## src/rtl/cfgtab_pkg.sv

```systemverilog
package cfgtab_pkg;

  localparam logic [2:0] TAB_ROUTE = 3'd0;
  localparam logic [2:0] TAB_TMASK = 3'd1;
  localparam logic [2:0] TAB_TMAP  = 3'd2;
  localparam logic [2:0] TAB_PRIO  = 3'd3;
  localparam logic [2:0] TAB_MAC   = 3'd4;

  localparam int WORD_W  = 16;
  localparam int TRIG_B  = 15;
  localparam int IDX_W   = 5;

  function automatic logic tab_mapped(input logic [2:0] t);
    return t <= TAB_MAC;
  endfunction

endpackage

```

## src/rtl/cfgtab_commit_ctrl.sv

```systemverilog
module cfgtab_commit_ctrl
  import cfgtab_pkg::*;
#(
  parameter int LATENCY = 3
) (
  input  logic              clk,
  input  logic              rst_n,
  input  logic              wr,
  input  logic [2:0]        wr_tab,
  input  logic [WORD_W-1:0] wr_word,
  output logic              busy,
  output logic              overrun,
  output logic              commit,
  output logic [2:0]        pend_tab,
  output logic [WORD_W-1:0] pend_word
);

  localparam int CW = $clog2(LATENCY + 1);

  logic          accept;
  logic [CW-1:0] cnt_q, cnt_d;
  logic          ovr_q, ovr_d;
  logic [2:0]    tab_q;
  logic [WORD_W-1:0] word_q;

  assign busy   = (cnt_q != '0);
  assign commit = (cnt_q == CW'(1));
  assign accept = wr && wr_word[TRIG_B] && tab_mapped(wr_tab) && !busy;

  always_comb begin
    cnt_d = cnt_q;
    if (accept)    cnt_d = CW'(LATENCY);
    else if (busy) cnt_d = cnt_q - CW'(1);
  end

  always_comb begin
    ovr_d = ovr_q | (wr && busy);
  end

  always_ff @(posedge clk or negedge rst_n) begin
    if (!rst_n) begin
      cnt_q <= '0;
      ovr_q <= 1'b0;
    end else begin
      cnt_q <= cnt_d;
      ovr_q <= ovr_d;
    end
  end

  always_ff @(posedge clk or negedge rst_n) begin
    if (!rst_n) begin
      tab_q  <= '0;
      word_q <= '0;
    end else if (accept) begin
      tab_q  <= wr_tab;
      word_q <= wr_word;
    end
  end

  assign overrun   = ovr_q;
  assign pend_tab  = tab_q;
  assign pend_word = word_q;

  logic [4:0] run_q;
  always_ff @(posedge clk or negedge rst_n) begin
    if (!rst_n) run_q <= '0;
    else        run_q <= busy ? run_q + 5'd1 : 5'd0;
  end

  assert_busy_len_R2: assert property (@(posedge clk) disable iff (!rst_n)
    run_q <= 5'(LATENCY));
  assert_busy_start_R2: assert property (@(posedge clk) disable iff (!rst_n)
    (wr && wr_word[TRIG_B] && tab_mapped(wr_tab) && !busy) |=> busy);
  assert_busy_end_R2: assert property (@(posedge clk) disable iff (!rst_n)
    commit |=> !busy);
  assert_overrun_sticky_R9: assert property (@(posedge clk) disable iff (!rst_n)
    overrun |=> overrun);
  assert_busy_write_ignored_R9: assert property (@(posedge clk) disable iff (!rst_n)
    (wr && busy) |=> ($stable(pend_word) && overrun));

endmodule

```

## src/rtl/cfgtab_store.sv

```systemverilog
module cfgtab_store
  import cfgtab_pkg::*;
#(
  parameter int               DEPTH   = 8,
  parameter int               WIDTH   = 4,
  parameter logic [WIDTH-1:0] RST_VAL = '0
) (
  input  logic             clk,
  input  logic             rst_n,
  input  logic             we,
  input  logic [IDX_W-1:0] widx,
  input  logic [WIDTH-1:0] wdat,
  input  logic [IDX_W-1:0] ridx,
  output logic [WIDTH-1:0] rdata
);

  logic [WIDTH-1:0] mem_q [DEPTH];

  for (genvar i = 0; i < DEPTH; i++) begin : g_ent
    logic ent_en;
    assign ent_en = we && (widx == IDX_W'(i));

    always_ff @(posedge clk or negedge rst_n) begin
      if (!rst_n)      mem_q[i] <= RST_VAL;
      else if (ent_en) mem_q[i] <= wdat;
    end

    assert_entry_write_R2: assert property (@(posedge clk) disable iff (!rst_n)
      (we && widx == IDX_W'(i)) |=> (mem_q[i] == $past(wdat)));
    assert_entry_hold_R9: assert property (@(posedge clk) disable iff (!rst_n)
      !(we && widx == IDX_W'(i)) |=> $stable(mem_q[i]));
  end

  always_comb begin
    rdata = '0;
    for (int i = 0; i < DEPTH; i++) begin
      if (ridx == IDX_W'(i)) rdata = mem_q[i];
    end
  end

endmodule

```

## src/rtl/cfgtab_ptr_reg.sv

```systemverilog
module cfgtab_ptr_reg
  import cfgtab_pkg::*;
#(
  parameter int NPORTS  = 7,
  parameter int LATENCY = 3
) (
  input  logic        clk,
  input  logic        rst_n,
  input  logic        host_wr,
  input  logic [2:0]  host_tab,
  input  logic [15:0] host_wdata,
  output logic [15:0] host_rdata,
  output logic        overrun,
  input  logic [2:0]  dbg_tab,
  input  logic [4:0]  dbg_idx,
  output logic [15:0] dbg_data
);

  localparam int ROUTE_N = 32;
  localparam int TMASK_N = 8;
  localparam int TMAP_N  = 16;
  localparam int PRIO_N  = 16;
  localparam int MAC_N   = 6;
  localparam int ROUTE_W = 4;
  localparam int TMASK_W = NPORTS + 1;
  localparam int TMAP_W  = NPORTS;
  localparam int PRIO_W  = 3;
  localparam int MAC_W   = 8;
  localparam int HASH_B  = 11;

  logic              busy, commit;
  logic [2:0]        pend_tab;
  logic [WORD_W-1:0] pend_word;

  cfgtab_commit_ctrl #(.LATENCY(LATENCY)) u_ctrl (
    .clk, .rst_n,
    .wr(host_wr), .wr_tab(host_tab), .wr_word(host_wdata),
    .busy, .overrun, .commit, .pend_tab, .pend_word
  );

  // Field extraction from the pending word
  logic [IDX_W-1:0]   route_idx, tmask_idx, tmap_idx, prio_idx, mac_idx;
  logic [ROUTE_W-1:0] route_dat;
  logic [TMASK_W-1:0] tmask_dat;
  logic [TMAP_W-1:0]  tmap_dat;
  logic [PRIO_W-1:0]  prio_dat;
  logic [MAC_W-1:0]   mac_dat;
  logic route_we, tmask_we, tmap_we, prio_we, mac_we;

  always_comb begin
    route_idx = pend_word[12:8];
    tmask_idx = {2'b00, pend_word[14:12]};
    tmap_idx  = {1'b0, pend_word[14:11]};
    prio_idx  = {1'b0, pend_word[11:8]};
    mac_idx   = {1'b0, pend_word[11:8]};
    route_dat = pend_word[3:0];
    tmask_dat = {pend_word[HASH_B], pend_word[NPORTS-1:0]};
    tmap_dat  = pend_word[NPORTS-1:0];
    prio_dat  = pend_word[2:0];
    mac_dat   = pend_word[7:0];
    route_we  = commit && (pend_tab == TAB_ROUTE);
    tmask_we  = commit && (pend_tab == TAB_TMASK);
    tmap_we   = commit && (pend_tab == TAB_TMAP);
    prio_we   = commit && (pend_tab == TAB_PRIO);
    mac_we    = commit && (pend_tab == TAB_MAC);
  end

  logic [ROUTE_W-1:0] rd_route;
  logic [TMASK_W-1:0] rd_tmask;
  logic [TMAP_W-1:0]  rd_tmap;
  logic [PRIO_W-1:0]  rd_prio;
  logic [MAC_W-1:0]   rd_mac;

  cfgtab_store #(.DEPTH(ROUTE_N), .WIDTH(ROUTE_W), .RST_VAL({ROUTE_W{1'b1}})) u_route (
    .clk, .rst_n, .we(route_we), .widx(route_idx), .wdat(route_dat),
    .ridx(dbg_idx), .rdata(rd_route));

  cfgtab_store #(.DEPTH(TMASK_N), .WIDTH(TMASK_W), .RST_VAL({1'b0, {NPORTS{1'b1}}})) u_tmask (
    .clk, .rst_n, .we(tmask_we), .widx(tmask_idx), .wdat(tmask_dat),
    .ridx(dbg_idx), .rdata(rd_tmask));

  cfgtab_store #(.DEPTH(TMAP_N), .WIDTH(TMAP_W), .RST_VAL('0)) u_tmap (
    .clk, .rst_n, .we(tmap_we), .widx(tmap_idx), .wdat(tmap_dat),
    .ridx(dbg_idx), .rdata(rd_tmap));

  cfgtab_store #(.DEPTH(PRIO_N), .WIDTH(PRIO_W), .RST_VAL('0)) u_prio (
    .clk, .rst_n, .we(prio_we), .widx(prio_idx), .wdat(prio_dat),
    .ridx(dbg_idx), .rdata(rd_prio));

  cfgtab_store #(.DEPTH(MAC_N), .WIDTH(MAC_W), .RST_VAL('0)) u_mac (
    .clk, .rst_n, .we(mac_we), .widx(mac_idx), .wdat(mac_dat),
    .ridx(dbg_idx), .rdata(rd_mac));

  always_comb begin
    case (dbg_tab)
      TAB_ROUTE: dbg_data = 16'(rd_route);
      TAB_TMASK: dbg_data = 16'(rd_tmask[NPORTS-1:0]) | (16'(rd_tmask[NPORTS]) << HASH_B);
      TAB_TMAP:  dbg_data = 16'(rd_tmap);
      TAB_PRIO:  dbg_data = 16'(rd_prio);
      TAB_MAC:   dbg_data = 16'(rd_mac);
      default:   dbg_data = 16'h0000;
    endcase
  end

  assign host_rdata = {busy, 15'h0000};

  assert_busy_cause_R10: assert property (@(posedge clk) disable iff (!rst_n)
    $rose(busy) |-> $past(host_wr && host_wdata[TRIG_B] && host_tab <= TAB_MAC));
  assert_single_commit_R2: assert property (@(posedge clk) disable iff (!rst_n)
    $onehot0({route_we, tmask_we, tmap_we, prio_we, mac_we}));

endmodule

```

## config.mk

```make
export PLATFORM = sky130hd
export DESIGN_NAME = cfgtab_ptr_reg
export DESIGN_NICKNAME = d
export VERILOG_FILES = /design/src/rtl/cfgtab_pkg.sv /design/src/rtl/cfgtab_commit_ctrl.sv /design/src/rtl/cfgtab_store.sv /design/src/rtl/cfgtab_ptr_reg.sv
export SDC_FILE = /design/constraint.sdc
export NUM_CORES = 1
export LEC_CHECK = 0
export BUFFER_PORTS_ARGS = -buffer_cell sky130_fd_sc_hd__buf_2
export CAP_MARGIN = 20
export CORE_MARGIN = 1
export CORE_UTILIZATION = 45
export CTS_BUF_LIST = sky130_fd_sc_hd__clkbuf_16
export DETAILED_ROUTE_END_ITERATION = 7
export PLACE_DENSITY = 0.69
export SYNTH_ARGS = -nofsm -noshare
export SYNTH_HDL_FRONTEND = slang
export SYNTH_SLANG_ARGS = --single-unit
```

## constraint.sdc

```tcl
create_clock -name clk -period 5.8 [get_ports clk]
set_input_delay 0.29 -clock clk [delete_from_list [all_inputs] [get_ports clk]]
set_output_delay 0.29 -clock clk [all_outputs]
set_load 0.005 [all_outputs]
```

Yosys cells after proc, flatten, opt, wreduce, memory -nomap -nowiden
Cells that the tools add are included.
{ "word_totals": {"ff_bits": 421, "input_bits": 30, "out_inout_bits": 33} }
{ "op_classes": {"muxes": 81, "order_cmp": 1, "bitwise_logic": 2, "n_reduce_logical": 97, "addsub": 1, "eq_ne": 108} }
{ "op_table": {"columns": ["op", "count"], "rows": [
  ["equality test 5 bit (second input constant)", 32],
  ["two-way mux 4 bit", 32],
  ["two-way mux 7 bit", 16],
  ["two-way mux 8 bit", 14],
  ["logical AND 1 bit", 87],
  ["equality test 5 x 4 -> 1 bit (second input constant)", 16],
  ["equality test 4 bit (second input constant)", 16],
  ["case mux 12 bit (5 select lines)", 1],
  ["two-way mux 3 bit", 16],
  ["equality test 5 x 3 -> 1 bit (second input constant)", 8],
  ["equality test 4 x 3 -> 1 bit (second input constant)", 8],
  ["zero test 5 bit", 5],
  ["equality test 5 x 2 -> 1 bit (second input constant)", 4],
  ["equality test 3 x 2 -> 1 bit (second input constant)", 6],
  ["equality test 3 bit (second input constant)", 6],
  ["equality test 4 x 2 -> 1 bit (second input constant)", 4],
  ["bitwise OR 7 x 12 -> 12 bit", 1],
  ["equality test 5 x 1 -> 1 bit (second input constant)", 2],
  ["equality test 3 x 1 -> 1 bit (second input constant)", 3],
  ["equality test 4 x 1 -> 1 bit (second input constant)", 2],
  ["zero test 3 bit", 2],
  ["two-way mux 2 bit", 2],
  ["nonzero test 2 bit", 2],
  ["<= comparator 3 bit (second input constant)", 1],
  ["4 further kinds", 4]
]} }

Depth between registers and ports, before layout
Gate-level depths: netlist (run 1).
{ "logic_depth": {"depth_word": 34, "ltp_mapped": 11, "mapped_depth_nobuf": 7} }

Modules after synthesis
From an unflattened synthesis (run 1), not the netlist that was laid out.
{ "unflattened": {"hier_cells": 1840, "hier_area_um2": 22160.0} }
{ "by_module_without_submodules": {"columns": ["module", "cells_each", "instances", "seq_area_each_um2", "area_each_um2"], "rows": [
  ["cfgtab_store (u_route)", 549, 1, 3363.2, 6683.9],
  ["cfgtab_store (u_tmap)", 493, 1, 2802.7, 5716.7],
  ["cfgtab_store (u_tmask)", 240, 1, 1671.6, 3301.9],
  ["cfgtab_store (u_prio)", 247, 1, 1201.2, 2653.8],
  ["cfgtab_store (u_mac)", 187, 1, 1201.2, 2386.0],
  ["cfgtab_commit_ctrl", 54, 1, 550.5, 912.1],
  ["cfgtab_ptr_reg", 70, 1, 0.0, 505.5]
]} }

Worst setup path after synthesis (run 1)
Ideal clock, no wire load.
{ "synth_path": {"kind": "input to output", "from": "in dbg_idx[1]", "to": "out dbg_data[1]", "arrival_time_ns": 1.952, "setup_slack_ns": 3.558, "t_required_ns": 5.510, "n_path_buf": 4, "cell_stages": 10, "cell_sequence": "buf_2 -> buf_6 -> buf_2 -> buf_2 -> mux2i_1 -> nor3_1 -> a221oi_1 -> a31oi_1 -> nor4_1 -> o311ai_1"} }
{ "synth_via": {"elab_chain_len": 34, "elab_cells_between_ends": 112, "cone_classes": "eq/ne: 31; mux: 79; bitwise: 1; reduce/logical: 1"} }
{ "synth_rtl": {"columns": ["element", "line", "rtl"], "rows": [
  ["start: declaration", "cfgtab_ptr_reg.sv:15", "input logic [4:0] dbg_idx,"],
  ["zero test 5 bit", "cfgtab_store.sv:37", "if (ridx == IDX_W'(i)) rdata = mem_q[i];"],
  ["two-way mux 4 bit (32 in series)", "cfgtab_store.sv:37", null],
  ["case mux 12 bit (5 select lines) (*)", "cfgtab_ptr_reg.sv:95", "case (dbg_tab)"],
  ["end: declaration", "cfgtab_ptr_reg.sv:16", "output logic [15:0] dbg_data"]
]} }
Every way passes the cells marked *; elsewhere a longest branch is shown, timed or not.

Final worst setup path (run 1)
{ "layout_path": {"from": "in dbg_idx[0]", "to": "out dbg_data[3]"} }
The elaborated chain is that of the path after synthesis.

==> results of run 1 <==
## state kept, by name, indices dropped and copies added (netlist names)
signal / count
u_mac.mem_q: 48
u_route.mem_q: 128
u_tmask.mem_q: 64
u_prio.mem_q: 48
u_ctrl.pend_tab: 3
u_ctrl.pend_word: 15
u_ctrl.cnt_q: 2
u_ctrl.overrun: 1
u_tmap.mem_q: 112
## report_power, final
group	switching [mW]	internal, mW
logic	0.930	0.770
clock network	1.24	1.54
registers	0.727	3.85
## cell families (layout without fill, tap and decap cells)
family | after synthesis | in the layout | synth area share [%]
flip-flops | 421 | 421 | 53.0
buffers and inverters | 150 | 181 | 3.72
AO/OA/AOI/OAI | 290 | 290 | 9.98
other | 1 | 23 | 0.0184
adder cells (fa/ha/maj) | 2 | 2 | 0.123
multiplexers | 441 | 441 | 24.6
AND/OR/NAND/NOR | 336 | 336 | 8.63
## worst paths after layout
path                                 start                   to  slack (ns)  cells past startpoint
max                             dbg_idx[0]          dbg_data[3]        1.77                     10
min                         host_wdata[15]      u_ctrl.cnt_q[1]        0.05                      4
max reg2reg                u_ctrl.cnt_q[1]   u_route.mem_q[108]        2.70                      6
min reg2reg                 u_ctrl.overrun       u_ctrl.overrun        0.45                      1
max in group asynchronous            rst_n      u_mac.mem_q[23]        4.34                      3
min in group asynchronous            rst_n  u_ctrl.pend_word[8]        0.33                      2
## synth_stat cells (5+ instances only)
library cell	count	area [µm²]
mux2i_1	15	150
nor2b_1	9	56.3
and3_1	5	31.3
a22oi_1	62	465
nand2_1	93	349
nand3_1	22	110
inv_1	9	33.8
dfstp_2	184	4830
nor4_1	14	87.6
o221ai_1	11	96.3
a21oi_1	50	250
clkbuf_1	64	240
a221o_1	6	60.1
dfrtp_1	237	5930
o21ai_0	41	205
nor3b_1	7	52.6
nor2_2	10	62.6
a221oi_1	19	166
nand4_1	9	56.3
a211oi_1	6	45.0
nand3b_1	5	37.5
a31oi_1	16	100
nor3_1	42	210
buf_4	30	225
buf_2	40	200
or3_1	5	31.3
a222oi_1	8	80.1
nor2_1	69	259
o22ai_1	22	138
mux2_2	419	4720
nand2b_1	13	81.3
## tightest hold or removal path: stages
cell and delay, ns:
buf_2 0.09, nand3_1 0.06, nand2_1 0.10, a21oi_1 0.08
## final cells by class
type	count	area [µm²]	area share [%]
clock inverters	38	264	1.17
diodes	1	2.50	0.0111
repair buffers	86	646	2.87
flip-flops and latches	421	10800	47.9
inverters	11	41.3	0.183
multi-input cells	1091	8890	39.5
clock buffers	46	1150	5.11
well taps	592	741	3.29
## per-layer routing
metal  part of all wire, %  vias to the layer above
met5                     0                        -
met4                   4.9                        0
met3                   8.4                      191
met2                    46                      719
met1                    40                     7543
li1                      -                     6086
## metrics by stage
step	cells	instance area (µm²)
after global routing	2285	22500
after global placement	2177	20800
final	2286	22500
after floorplan	1662	20400
after detailed placement	2179	20900
after CTS	2283	22500
## timing repair
action                                  CTS  global route
hold endpoints to repair                 21             0
hold buffers                             20             0
endpoints found under the setup margin    0             0
==> impl_metrics.toml, run 1 <==
[outcome]
status = "complete, no violations"

[timing]
tightest_slew_ns = 1.16
rsz0062_at_grt = "false"
setup_viol = 0
fmax_ghz = 0.248
finClkSkew_ns = 0.0221
finalHoldViolCount = 0
period_share_pct = 69.5
relSlewSlack_pct = 22.1
drv_slew = 0
whs_ns = 0.0501
timing.setup.tns_ns = 0
final.min_clock_period_ns = 4.03
setup_ws_ns = 1.77

[global_routing]
grt_antenna_before_repair = 1
grt_use_total_pct = 26.8
grt_pass1_wl_mm = 93.4
met3_usage_pct = 5.89
grt_pass1_vias = 14744
met1_usage_pct = 35.3
grt_remaining_overflow = 0
top_usage_layer = "met2"
grt_use_met2_pct = 42.4
grt_start_max_net_pins = 149

[place]
pre_cts_slack_ns = 1.92
place.gp.congestion = 1.03
dp_hpwl_mm = 41.6
numPortBuffers = 40

[cts]
cts_sinks = 421
cts_resized = 0
clockBufferDepth = 3
root_buffer = "clkbuf_16"
post_cts_buffers = 0
cts_buffers = 45
tritoncts = "yes"
clock_latency_ns = 0.60
cts_max_level = 2
clk_pin_slew_ns = 0.06

[setup_path]
critPathLaunchType = "input pin"
crit_slowest_cell = "nor3_4"
crit_family = "simple AND/OR/NAND/NOR gates"
worstSetupPathType = "in2out"
crit_top_cell = "buf_2"
cp.arrival_ns = 3.74
cp.buffers_inverters = 3
path_max_fanout = 25
worstPathRequired_ns = 5.51
cp_cell_sequence = "buf_2 > buf_4 > or3b_1 > nor3_4 > a22o_1 > a221oi_2 > a31oi_1 > or4_1 > a211o_1 > buf_2"
endpoint_kind = "primary output"
critPathMaxStageDelay_ns = 0.78

[finish]
n_fill_cell = 3891
area.growth.synth_to_final_pct = 10.7
drive_above_1_share_pct = 45.4
post-route-util_pct = 50.7
final_common_cell = "mux2_2"
layout_common_cells = "mux2_2, dfrtp_1, dfstp_2"
nNetsFinal = 1688

[power_and_ir_drop]
leakagePower_nw = 9.79
powerDensity_nw_per_um2 = 402
ir_worst_vdd_v = 0.000424
finalPower_mw = 9.05

[synthesis]
synth_edf_count = 0
async_flop_share_pct = 100
ys_warn_count = 0
synth_cell_type_count = 81
netlist_area_um2 = 20300
synth_seq_cells = 421
synth-main-ff-cell = "dfrtp_1"
netlist_instances = 1641
post_synth.cell_area_avg_um2 = 12.4
yosysSeqAreaShare_pct = 53.0

[detailed_routing]
drt_first_iter_violations = 1688
ant_nets = 0
viasPerCell = 6.36
firstDrtPassIters = 5
vias = 14539
drcViolationCount = 0
wl_per_cell_um = 27.0
routed_wl_mm = 61.7

[die]
start_util_pct = 45.8
core_um2 = 44400
dieHeight_um = 215
rows = 77
top_level_ports = 63
fp.dieW_um = 215
die_area_um2 = 46000

[worst_hold_path]
hp-class = "in2reg"

[flow_run]
cap_violations = 0
Note: power is estimated with default switching activity, not from simulation.
==> run 2: changes to the inputs <==
clock period = 4 ns   (was 5.8 ns; I/O delays follow)
==> run 2 against run 1 <==
Sequential share of layout area shrank 0.70 points. Clock skew shrank 0.0076 ns. Count of clock-buffer cells in the layout grew 4. Cell area grew 1.5%. Register-to-register slack lost 1.6 ns. Cell count grew 1.1%. Combinational power grew 48%. Critical endpoint is now dbg_data[1].
==> impl_metrics.toml, run 2 (synthesized netlist as in run 1, its figures left out) <==
[outcome]
status = "complete, no violations"

[die]
rows = 77
die_area_um2 = 46000
top_level_ports = 63
fp.dieW_um = 215
start_util_pct = 45.8
dieHeight_um = 215
core_um2 = 44400

[global_routing]
grt_pass1_wl_mm = 92.7
grt_pass1_vias = 14709
grt_use_met2_pct = 42.7
grt_antenna_before_repair = 1
top_usage_layer = "met2"
grt_remaining_overflow = 0
grt_use_total_pct = 26.6
grt_start_max_net_pins = 117
met1_usage_pct = 35.0
met3_usage_pct = 4.92

[place]
dp_hpwl_mm = 42.4
placed_area_um2 = 21100
place.gp.congestion = 0.994
numPortBuffers = 40

[power_and_ir_drop]
powerDensity_nw_per_um2 = 591
ir_worst_vdd_v = 0.000585
leakagePower_nw = 9.96
comb_power_share_pct = 18.6
power.switching_mw = 4.23
seq_power_share_pct = 50.0
power.internal_mw = 9.26
clockPowerShare_pct = 31.4
p_sw_share_pct = 31.4

[flow_run]
cap_violations = 0

[cts]
cts_buffers = 46
clock_latency_ns = 0.58
cts_max_level = 2
tritoncts = "yes"
clockBufferDepth = 3
clk_pin_slew_ns = 0.06
post_cts_buffers = 0
root_buffer = "clkbuf_16"
cts_sinks = 421
cts_resized = 0

[timing]
finClkSkew_ns = 0.0144
fmax_ghz = 0.283
final.min_clock_period_ns = 3.54
finalHoldViolCount = 0
rsz0062_at_grt = "false"
timing.setup.tns_ns = 0
period_share_pct = 88.4
drv_slew = 0
setup_viol = 0
tightest_slew_ns = 1.09
relSlewSlack_pct = 27.2
whs_ns = 0.209

[setup_path]
path_max_fanout = 18
startpoint = "dbg_idx[2]"
cp.arrival_ns = 3.34
endpoint_kind = "primary output"
critPathLaunchType = "input pin"
worstPathRequired_ns = 3.80
r2r-start = "u_ctrl.cnt_q[1]"
worstSetupPathType = "in2out"

[finish]
post-route-util_pct = 51.4
final_common_cell = "mux2_2"
postLayoutCellArea_um2 = 22800
regMostFlops = "u_route.mem_q"
reg_top3 = "u_route.mem_q x128, u_tmap.mem_q x112, u_tmask.mem_q x64"
layout_common_cells = "mux2_2, dfrtp_1, dfstp_2"
diodes = 0
nNetsFinal = 1714
drive_above_1_share_pct = 46.3
area.growth.synth_to_final_pct = 12.4
largest_reg_flops = 128

[detailed_routing]
drcViolationCount = 0
wl_per_cell_um = 26.6
routed_wl_mm = 61.5
viasPerCell = 6.37
drt_first_iter_violations = 1819
vias = 14725
firstDrtPassIters = 6
ant_nets = 0

[worst_hold_path]
hp-class = "in2async"
run 2: power by group through the flow:
stage / registers [mW] / logic [mW] / clock network [mW]
after floorplan: 6.02 / 2.02 / 0
after global placement: 6.79 / 2.25 / 0
after detailed placement: 6.85 / 2.32 / 0
after CTS: 6.78 / 2.35 / 4.28
after global routing: 6.85 / 2.68 / 4.44
final: 6.74 / 2.51 / 4.23
run 2: routing by layer:
| layer | vias to the layer above | routed length (µm) |
|---|---|---|
| li1 | 6143 | - |
| met1 | 7615 | 24900 |
| met2 | 780 | 29100 |
| met3 | 187 | 4710 |
| met4 | 0 | 2790 |
| met5 | - | 0 |
run 2: worst paths after layout:
kind	endpoint	slack [ns]	cells after the start
worst max register to register	u_tmap.mem_q[12]	1.14	7
worst max-delay path	dbg_data[1]	0.46	10
max in group asynchronous	u_prio.mem_q[0]	2.69	3
worst min-delay path	u_ctrl.pend_word[10]	0.21	2
min in group clk	u_ctrl.pend_word[11]	0.40	3
worst min register to register	u_ctrl.overrun	0.45	1
run 2: through the flow:
stage | total power, mW | instances | setup WS, ns
CTS | 13.4 | 2308 | 0.620
finish | 13.5 | 2311 | 0.465
global placement | 9.04 | 2202 | 0.620
global route | 14.0 | 2311 | 0.439
detailed placement | 9.17 | 2202 | 0.616
floorplan | 8.04 | 1662 | 1.79
run 2: final cells by class:
class | instances | area (µm²)
clock buffers | 50 | 1250
fillers | 3822 | 21600
inverters | 11 | 41.3
flip-flops and latches | 421 | 10800
well taps | 592 | 741
clock inverters | 35 | 246
multi-input cells | 1091 | 8900
repair buffers | 111 | 893
run 2: what timing repair did:
action / CTS / global route
hold buffers: 21 / 0
endpoints found under the hold margin: 87 / 0
setup endpoints to repair: 0 / 0
run 2: critical path: stages:
cell and delay (ns):
buf_2 0.32, buf_4 0.28, or3b_2 0.54, nor2_2 0.52, buf_4 0.32, a22oi_1 0.10, a31oi_1 0.48, nor4_1 0.17
o311ai_1 0.19, buf_2 0.20
